### src/rtl/ecc_rmw_engine.sv
module ecc_rmw_engine #(
  parameter int DATA_W = 64,
  parameter int EXT_W  = 32,
  parameter int ADDR_W = 4,
  parameter int WR_GAP = 24,
  localparam int SLICES = DATA_W / EXT_W,
  localparam int SEL_W  = $clog2(SLICES),
  localparam int HR     = calc_hr(DATA_W),
  localparam int CW_W   = DATA_W + HR + 1,
  localparam int CA_W   = ADDR_W + SEL_W
) (
  input  logic              clk,
  input  logic              rst_n,
  input  logic              cmd_valid,
  input  logic              cmd_write,
  input  logic [CA_W-1:0]   cmd_addr,
  input  logic [EXT_W-1:0]  wdata,
  input  logic [CW_W-1:0]   flip_mask,
  output logic              busy,
  output logic              rd_valid,
  output logic [EXT_W-1:0]  rdata,
  output logic              err_corrected,
  output logic              err_uncorrectable
);

  function automatic int calc_hr(int d);
    int res = 0;
    for (int r = 1; r < 16; r++)
      if (res == 0 && (1 << r) >= d + r + 1) res = r;
    return res;
  endfunction

  function automatic int dpos(int i);
    int res = 0;
    int n = 0;
    for (int q = 3; q < 4096; q++)
      if ((q & (q - 1)) != 0) begin
        if (n == i) res = q;
        n++;
      end
    return res;
  endfunction

  localparam int DEPTH = 1 << ADDR_W;
  localparam int CNT_W = $clog2(WR_GAP + 1);

  typedef enum logic [1:0] {S_IDLE, S_FETCH, S_CHECK, S_HOLD} st_t;

  st_t               state;
  logic [CNT_W-1:0]  cnt;
  logic              wr_q;
  logic [ADDR_W-1:0] addr_q;
  logic [SEL_W-1:0]  sel_q;
  logic [EXT_W-1:0]  wdata_q;
  logic [CW_W-1:0]   mask_q;
  logic [CW_W-1:0]   rd_word;
  logic [CW_W-1:0]   mem [DEPTH];
  logic [HR-1:0]     pos_tab [DATA_W];

  for (genvar gi = 0; gi < DATA_W; gi++) begin : g_pos
    assign pos_tab[gi] = HR'(dpos(gi));
  end

  logic [HR-1:0]     syn;
  logic              ovr_odd;
  logic              one_err;
  logic              two_err;
  logic [DATA_W-1:0] fixed;
  logic [DATA_W-1:0] merged;
  logic [HR-1:0]     new_chk;
  logic [CW_W-1:0]   new_word;

  always_comb begin
    syn = rd_word[DATA_W +: HR];
    for (int i = 0; i < DATA_W; i++)
      if (rd_word[i]) syn = syn ^ pos_tab[i];
    ovr_odd = ^rd_word;
    one_err = ovr_odd;
    two_err = !ovr_odd && (syn != '0);
    fixed = rd_word[DATA_W-1:0];
    for (int i = 0; i < DATA_W; i++)
      if (one_err && pos_tab[i] == syn) fixed[i] = ~fixed[i];
  end

  always_comb begin
    merged = fixed;
    merged[int'(sel_q) * EXT_W +: EXT_W] = wdata_q;
    new_chk = '0;
    for (int i = 0; i < DATA_W; i++)
      if (merged[i]) new_chk = new_chk ^ pos_tab[i];
    new_word = {^{new_chk, merged}, new_chk, merged} ^ mask_q;
  end

  assign busy = (state != S_IDLE);

  always_ff @(posedge clk) begin
    if (!rst_n) begin
      state             <= S_IDLE;
      cnt               <= '0;
      wr_q              <= 1'b0;
      addr_q            <= '0;
      sel_q             <= '0;
      wdata_q           <= '0;
      mask_q            <= '0;
      rd_word           <= '0;
      rd_valid          <= 1'b0;
      rdata             <= '0;
      err_corrected     <= 1'b0;
      err_uncorrectable <= 1'b0;
      for (int k = 0; k < DEPTH; k++) mem[k] <= '0;
    end else begin
      rd_valid          <= 1'b0;
      err_corrected     <= 1'b0;
      err_uncorrectable <= 1'b0;
      case (state)
        S_IDLE: if (cmd_valid) begin
          wr_q    <= cmd_write;
          addr_q  <= cmd_addr[CA_W-1:SEL_W];
          sel_q   <= cmd_addr[SEL_W-1:0];
          wdata_q <= wdata;
          mask_q  <= flip_mask;
          state   <= S_FETCH;
        end
        S_FETCH: begin
          rd_word <= mem[addr_q];
          state   <= S_CHECK;
        end
        S_CHECK: if (wr_q) begin
          mem[addr_q] <= new_word;
          cnt         <= '0;
          state       <= S_HOLD;
        end else begin
          rd_valid          <= 1'b1;
          rdata             <= fixed[int'(sel_q) * EXT_W +: EXT_W];
          err_corrected     <= one_err;
          err_uncorrectable <= two_err;
          state             <= S_IDLE;
        end
        S_HOLD: begin
          if (cnt == CNT_W'(WR_GAP - 1)) state <= S_IDLE;
          else cnt <= cnt + 1'b1;
        end
        default: state <= S_IDLE;
      endcase
    end
  end

  AST_FLAGS_ONLY_WITH_DATA: assert property (@(posedge clk) disable iff (!rst_n)
    !rd_valid |-> !(err_corrected || err_uncorrectable));
  AST_FLAGS_EXCLUSIVE: assert property (@(posedge clk) disable iff (!rst_n)
    !(err_corrected && err_uncorrectable));
  AST_RDV_ONE_CYCLE: assert property (@(posedge clk) disable iff (!rst_n)
    rd_valid |=> !rd_valid);
  AST_RDV_ENDS_BUSY: assert property (@(posedge clk) disable iff (!rst_n)
    rd_valid |-> (!busy && $past(busy)));
  AST_BUSY_AFTER_ACCEPT: assert property (@(posedge clk) disable iff (!rst_n)
    (cmd_valid && !busy) |=> busy);
  AST_HOLD_IN_RANGE: assert property (@(posedge clk) disable iff (!rst_n)
    (state == S_HOLD) |-> (int'(cnt) < WR_GAP));

endmodule

### config.mk
export PLATFORM = sky130hd
export DESIGN_NAME = ecc_rmw_engine
export DESIGN_NICKNAME = d
export VERILOG_FILES = /design/src/rtl/ecc_rmw_engine.sv
export SDC_FILE = /design/constraint.sdc
export NUM_CORES = 2
export LEC_CHECK = 0
export BUFFER_PORTS_ARGS = -buffer_cell sky130_fd_sc_hd__buf_4
export CORE_MARGIN = 2
export CORE_UTILIZATION = 40
export CTS_CLUSTER_DIAMETER = 120
export CTS_CLUSTER_SIZE = 10
export DETAILED_ROUTE_END_ITERATION = 10
export SLEW_MARGIN = 0
export SYNTH_ARGS = -nofsm -noshare
export SYNTH_HDL_FRONTEND = slang
export SYNTH_SLANG_ARGS = --single-unit
### constraint.sdc
create_clock -name clk -period 5.7 [get_ports clk]
set_input_delay 0.57 -clock clk [delete_from_list [all_inputs] [get_ports clk]]
set_output_delay 0.57 -clock clk [all_outputs]
set_load 0.02 [all_outputs]
==> impl_results.md <==
- Power per Cell Area: 443 nW/µm²
- Worst EP arrival: just over 6000 ps
- Critical-path top delay cell: or4_1
- Synthesized flop and latch total: around 1400
- Placed instance area: slightly below 70000 µm²
- Post-synth EDFFs: roughly 1200
- Gate count after technology mapping: ~4700
- Clock buffer depth: 3
- Post-synth net total: 4833
- Final Max Slew Viols: 0
- # setup viols final: 0
- Predominant post-synthesis flop cell: edfxtp_1
- Row cnt: 145
- Avg Cell Area, Syn: 13.4 µm²
- Ys Warns: 0
- Outcome: finished, final reports clean
- Fin cells: about 7200
- Worst-path clk slew: 60 ps
- Final WL: between 200000 and 250000 µm
- Max VDD drop: 1.94 mV
- Total track usage: roughly a quarter
- Commonest non-fill, non-tap cell in the layout: nor2_1
- Final Cell Area: 73600 µm²
- Antenna diodes: 0
- Wire length per cell: ~28 µm
- Max-slew headroom: roughly 5.4%
- Largest net degree at the start of global routing: around 110
- Clk_lat worst skew: ~800 ps
- Slowest stage delay, CP: ~570 ps
- 1st-iter DRT viols: 5207
- Top Ports: between 100 and 150
- Initial Utilization: around two fifths
- Htree depth: 4
- Reg-to-reg setup timing slack: about 93 ps
- Cell mode on critical path: xnor3_1
- Library cells used by synthesis: 65
- ANT nets after route: 0
- CP Capture Type: flop
- Tmin final: around 5600 ps
- Post-synthesis sequential area ratio: 62.0%
- RePlAce Congestion: 0.979
- Clock buffer count from CTS: 156
- Sw frac: 34.5%
- Core area: roughly 160000 µm²
- Most frequent cells in the layout: nor2_1, edfxtp_1, buf_4
- Die area: about 160000 µm²
- CTS tree: built
- Setup TNS: 0 ps
- Slew @ Worst Pin: roughly 1400 ps
- Critical setup path kind: flop to flop
- Tcrit/Tclk final: a little over nine tenths
- Vias per inst: ~5.7
- Vias in the first global route: around 40000
- Final Hold Viols: 0
- Combinational Power Share: between 30% and 40%
- Via count: a little over 40000
- Fin util: a little under half
- Critical-path cell list: xnor3_1, xnor2_2, xnor2_2, xnor3_2, xnor2_4, buf_4, mux2i_4, buf_12, buf_4, or4_1, a31oi_4, xnor2_1, xnor3_1, xnor3_1, xnor3_1, xnor3_2, buf_12, nor2_1
- Mapped Area: around 63000 µm²
- Clk root buf: clkbuf_16
- Cell Count Post-Placement: 6912
- Max-capacitance violation count: 0
- Fraction of layout cells with a size suffix above 1: about a quarter
- Syn-to-layout area delta: 16.8%
- Port Buffers: 148
- Clock Sinks: between 1000 and 1500
- HP Class: input port to flop
- Type of origin of the critical path: flop
- Initial antenna violation count: 4
- DRC viols: 0
- Grt ovf: 0
- Crit path max fanout: 16
- Layout Nets: between 5000 and 6000
- Power Internal: 21.3 mW
- Clock power frac: approximately 28%
- First-pass GRT wire length: 291000 µm
- Die Y: approximately 400 µm
- Asr flop ratio synth: 0%
- Leakage: 25.6 nW
- Drt first pass iters: 5
- Net switching power: 11.3 mW
- Clock skew: 27.8 ps
- Power share of the sequential group: 35.1%
- Hold WS: around 47 ps
- WP data required: 6210 ps
- Estimated wirelength of the detail-placed design: approximately 130000 µm
- Die W: 401 µm
- Fmax: between 150 and 200 MHz
## power groups by stage
stage	Sequential, mW	Clock [mW]	Combinational, mW
2_1_floorplan	11.6	0	6.63
3_3_place_gp	11.6	0	11.4
3_5_place_dp	11.7	0	11.4
4_1_cts	11.5	9.09	11.5
5_1_grt	11.5	9.44	12.6
6_report	11.5	8.99	12.2
## repair_timing
item | in CTS | in global routing
hold buffers | 9 | 0
buffers inserted | 0 | 11
setup endpoints to repair | 48 | 80
hold endpoints to repair | 9 | 0
pin swaps | 2 | 26
resized for setup | 6 | 68
## final cells by class
type                    count  area (µm²)
clock buffers             225        4230
clock inverters            10         105
fillers                 13800       82800
inverters                   3        11.3
multi-input cells        2941       23000
flip-flops and latches   1376       39100
well taps                2058        2570
repair buffers            554        4550
## logic make-up after synthesis
group	count (synthesis)	share of synthesized area [%]
adder cells (fa/ha/maj)	1	0.0198
multiplexers	396	13.5
AND/OR/NAND/NOR	1837	11.6
XOR/XNOR	373	6.53
flip-flops	1376	62.0
buffers and inverters	402	2.51
AO/OA/AOI/OAI	334	3.90
## critical path, delay by kind of cell, from the launching register on
kind                      cells  cell delay [ps]
xor gates and xnor gates     10             3190
DFF                           1              370
AOI/OAI and AO/OA             1              240
and+or+nand+nor               2              630
buffers and inverters         4              690
muxes                         1              190
## layer usage
metal  global-route usage [%]  vias up  part of all wire, %
met1                     35.3    21000                   40
met4                     7.14        6                  2.9
li1                         -    17400                    -
met5                        0        -                0.020
met2                     40.3     2178                   47
met3                     3.95      306                  9.5
## sequential cells by signal, summed over array words and instances (netlist names)
name,count
addr_q,4
cnt,5
wdata_q,32
err_uncorrectable,1
mask_q,72
rd_word,72
state,2
wr_q,1
rdata,32
mem,1152
rd_valid,1
err_corrected,1
sel_q,1
## Yosys cell counts (3+ instances only)
cell	count	share of area [%]
clkbuf_1	347	2.1
mux2_2	3	0.054
nand3b_1	3	0.036
xnor3_2	4	0.15
nor3_1	44	0.35
nand2_1	459	2.7
buf_6	6	0.11
xnor2_2	8	0.21
mux4_2	360	13
a31oi_1	8	0.079
and3_1	4	0.040
o21a_1	3	0.036
nor2_1	1215	7.2
xor2_1	101	1.4
xnor2_1	208	2.9
buf_2	13	0.10
o31ai_1	22	0.26
or4_1	16	0.19
o211ai_1	7	0.083
o31ai_4	3	0.10
a21oi_1	44	0.35
nand3_1	12	0.095
dfxtp_1	224	7.1
buf_1	29	0.17
xnor3_1	45	1.6
mux2i_1	31	0.49
nor4_1	7	0.069
nand2b_1	8	0.079
buf_4	4	0.048
and2_1	17	0.17
o21ai_0	21	0.17
xor3_1	6	0.23
a31oi_2	9	0.18
nor3b_1	10	0.12
nand4_1	3	0.030
edfxtp_1	1152	55
o31a_1	8	0.11
nor2b_1	13	0.13
a21o_1	4	0.048
a21boi_0	196	2.3
nor2_2	11	0.11
## metrics by stage
step                setup WS (ps)  power (mW)
floorplan                    94.4        18.2
global placement             -130        23.1
detailed placement          -96.0        23.1
CTS                          12.3        32.1
global route                -10.8        33.5
finish                       93.0        32.6
## final timing paths
path                                                 end  cells past startpoint                      from
worst max-delay path            mem[0][71]$_SDFFCE_PN0P_                     18  rd_word[26]$_SDFFE_PN0N_
worst min-delay path              mask_q[2]$_SDFFE_PN0P_                      3              flip_mask[2]
worst max register to register  mem[0][71]$_SDFFCE_PN0P_                     18  rd_word[26]$_SDFFE_PN0N_
worst min register to register     rdata[4]$_SDFFE_PN0P_                      2     rdata[4]$_SDFFE_PN0P_
(Power assumes the default switching activity.)
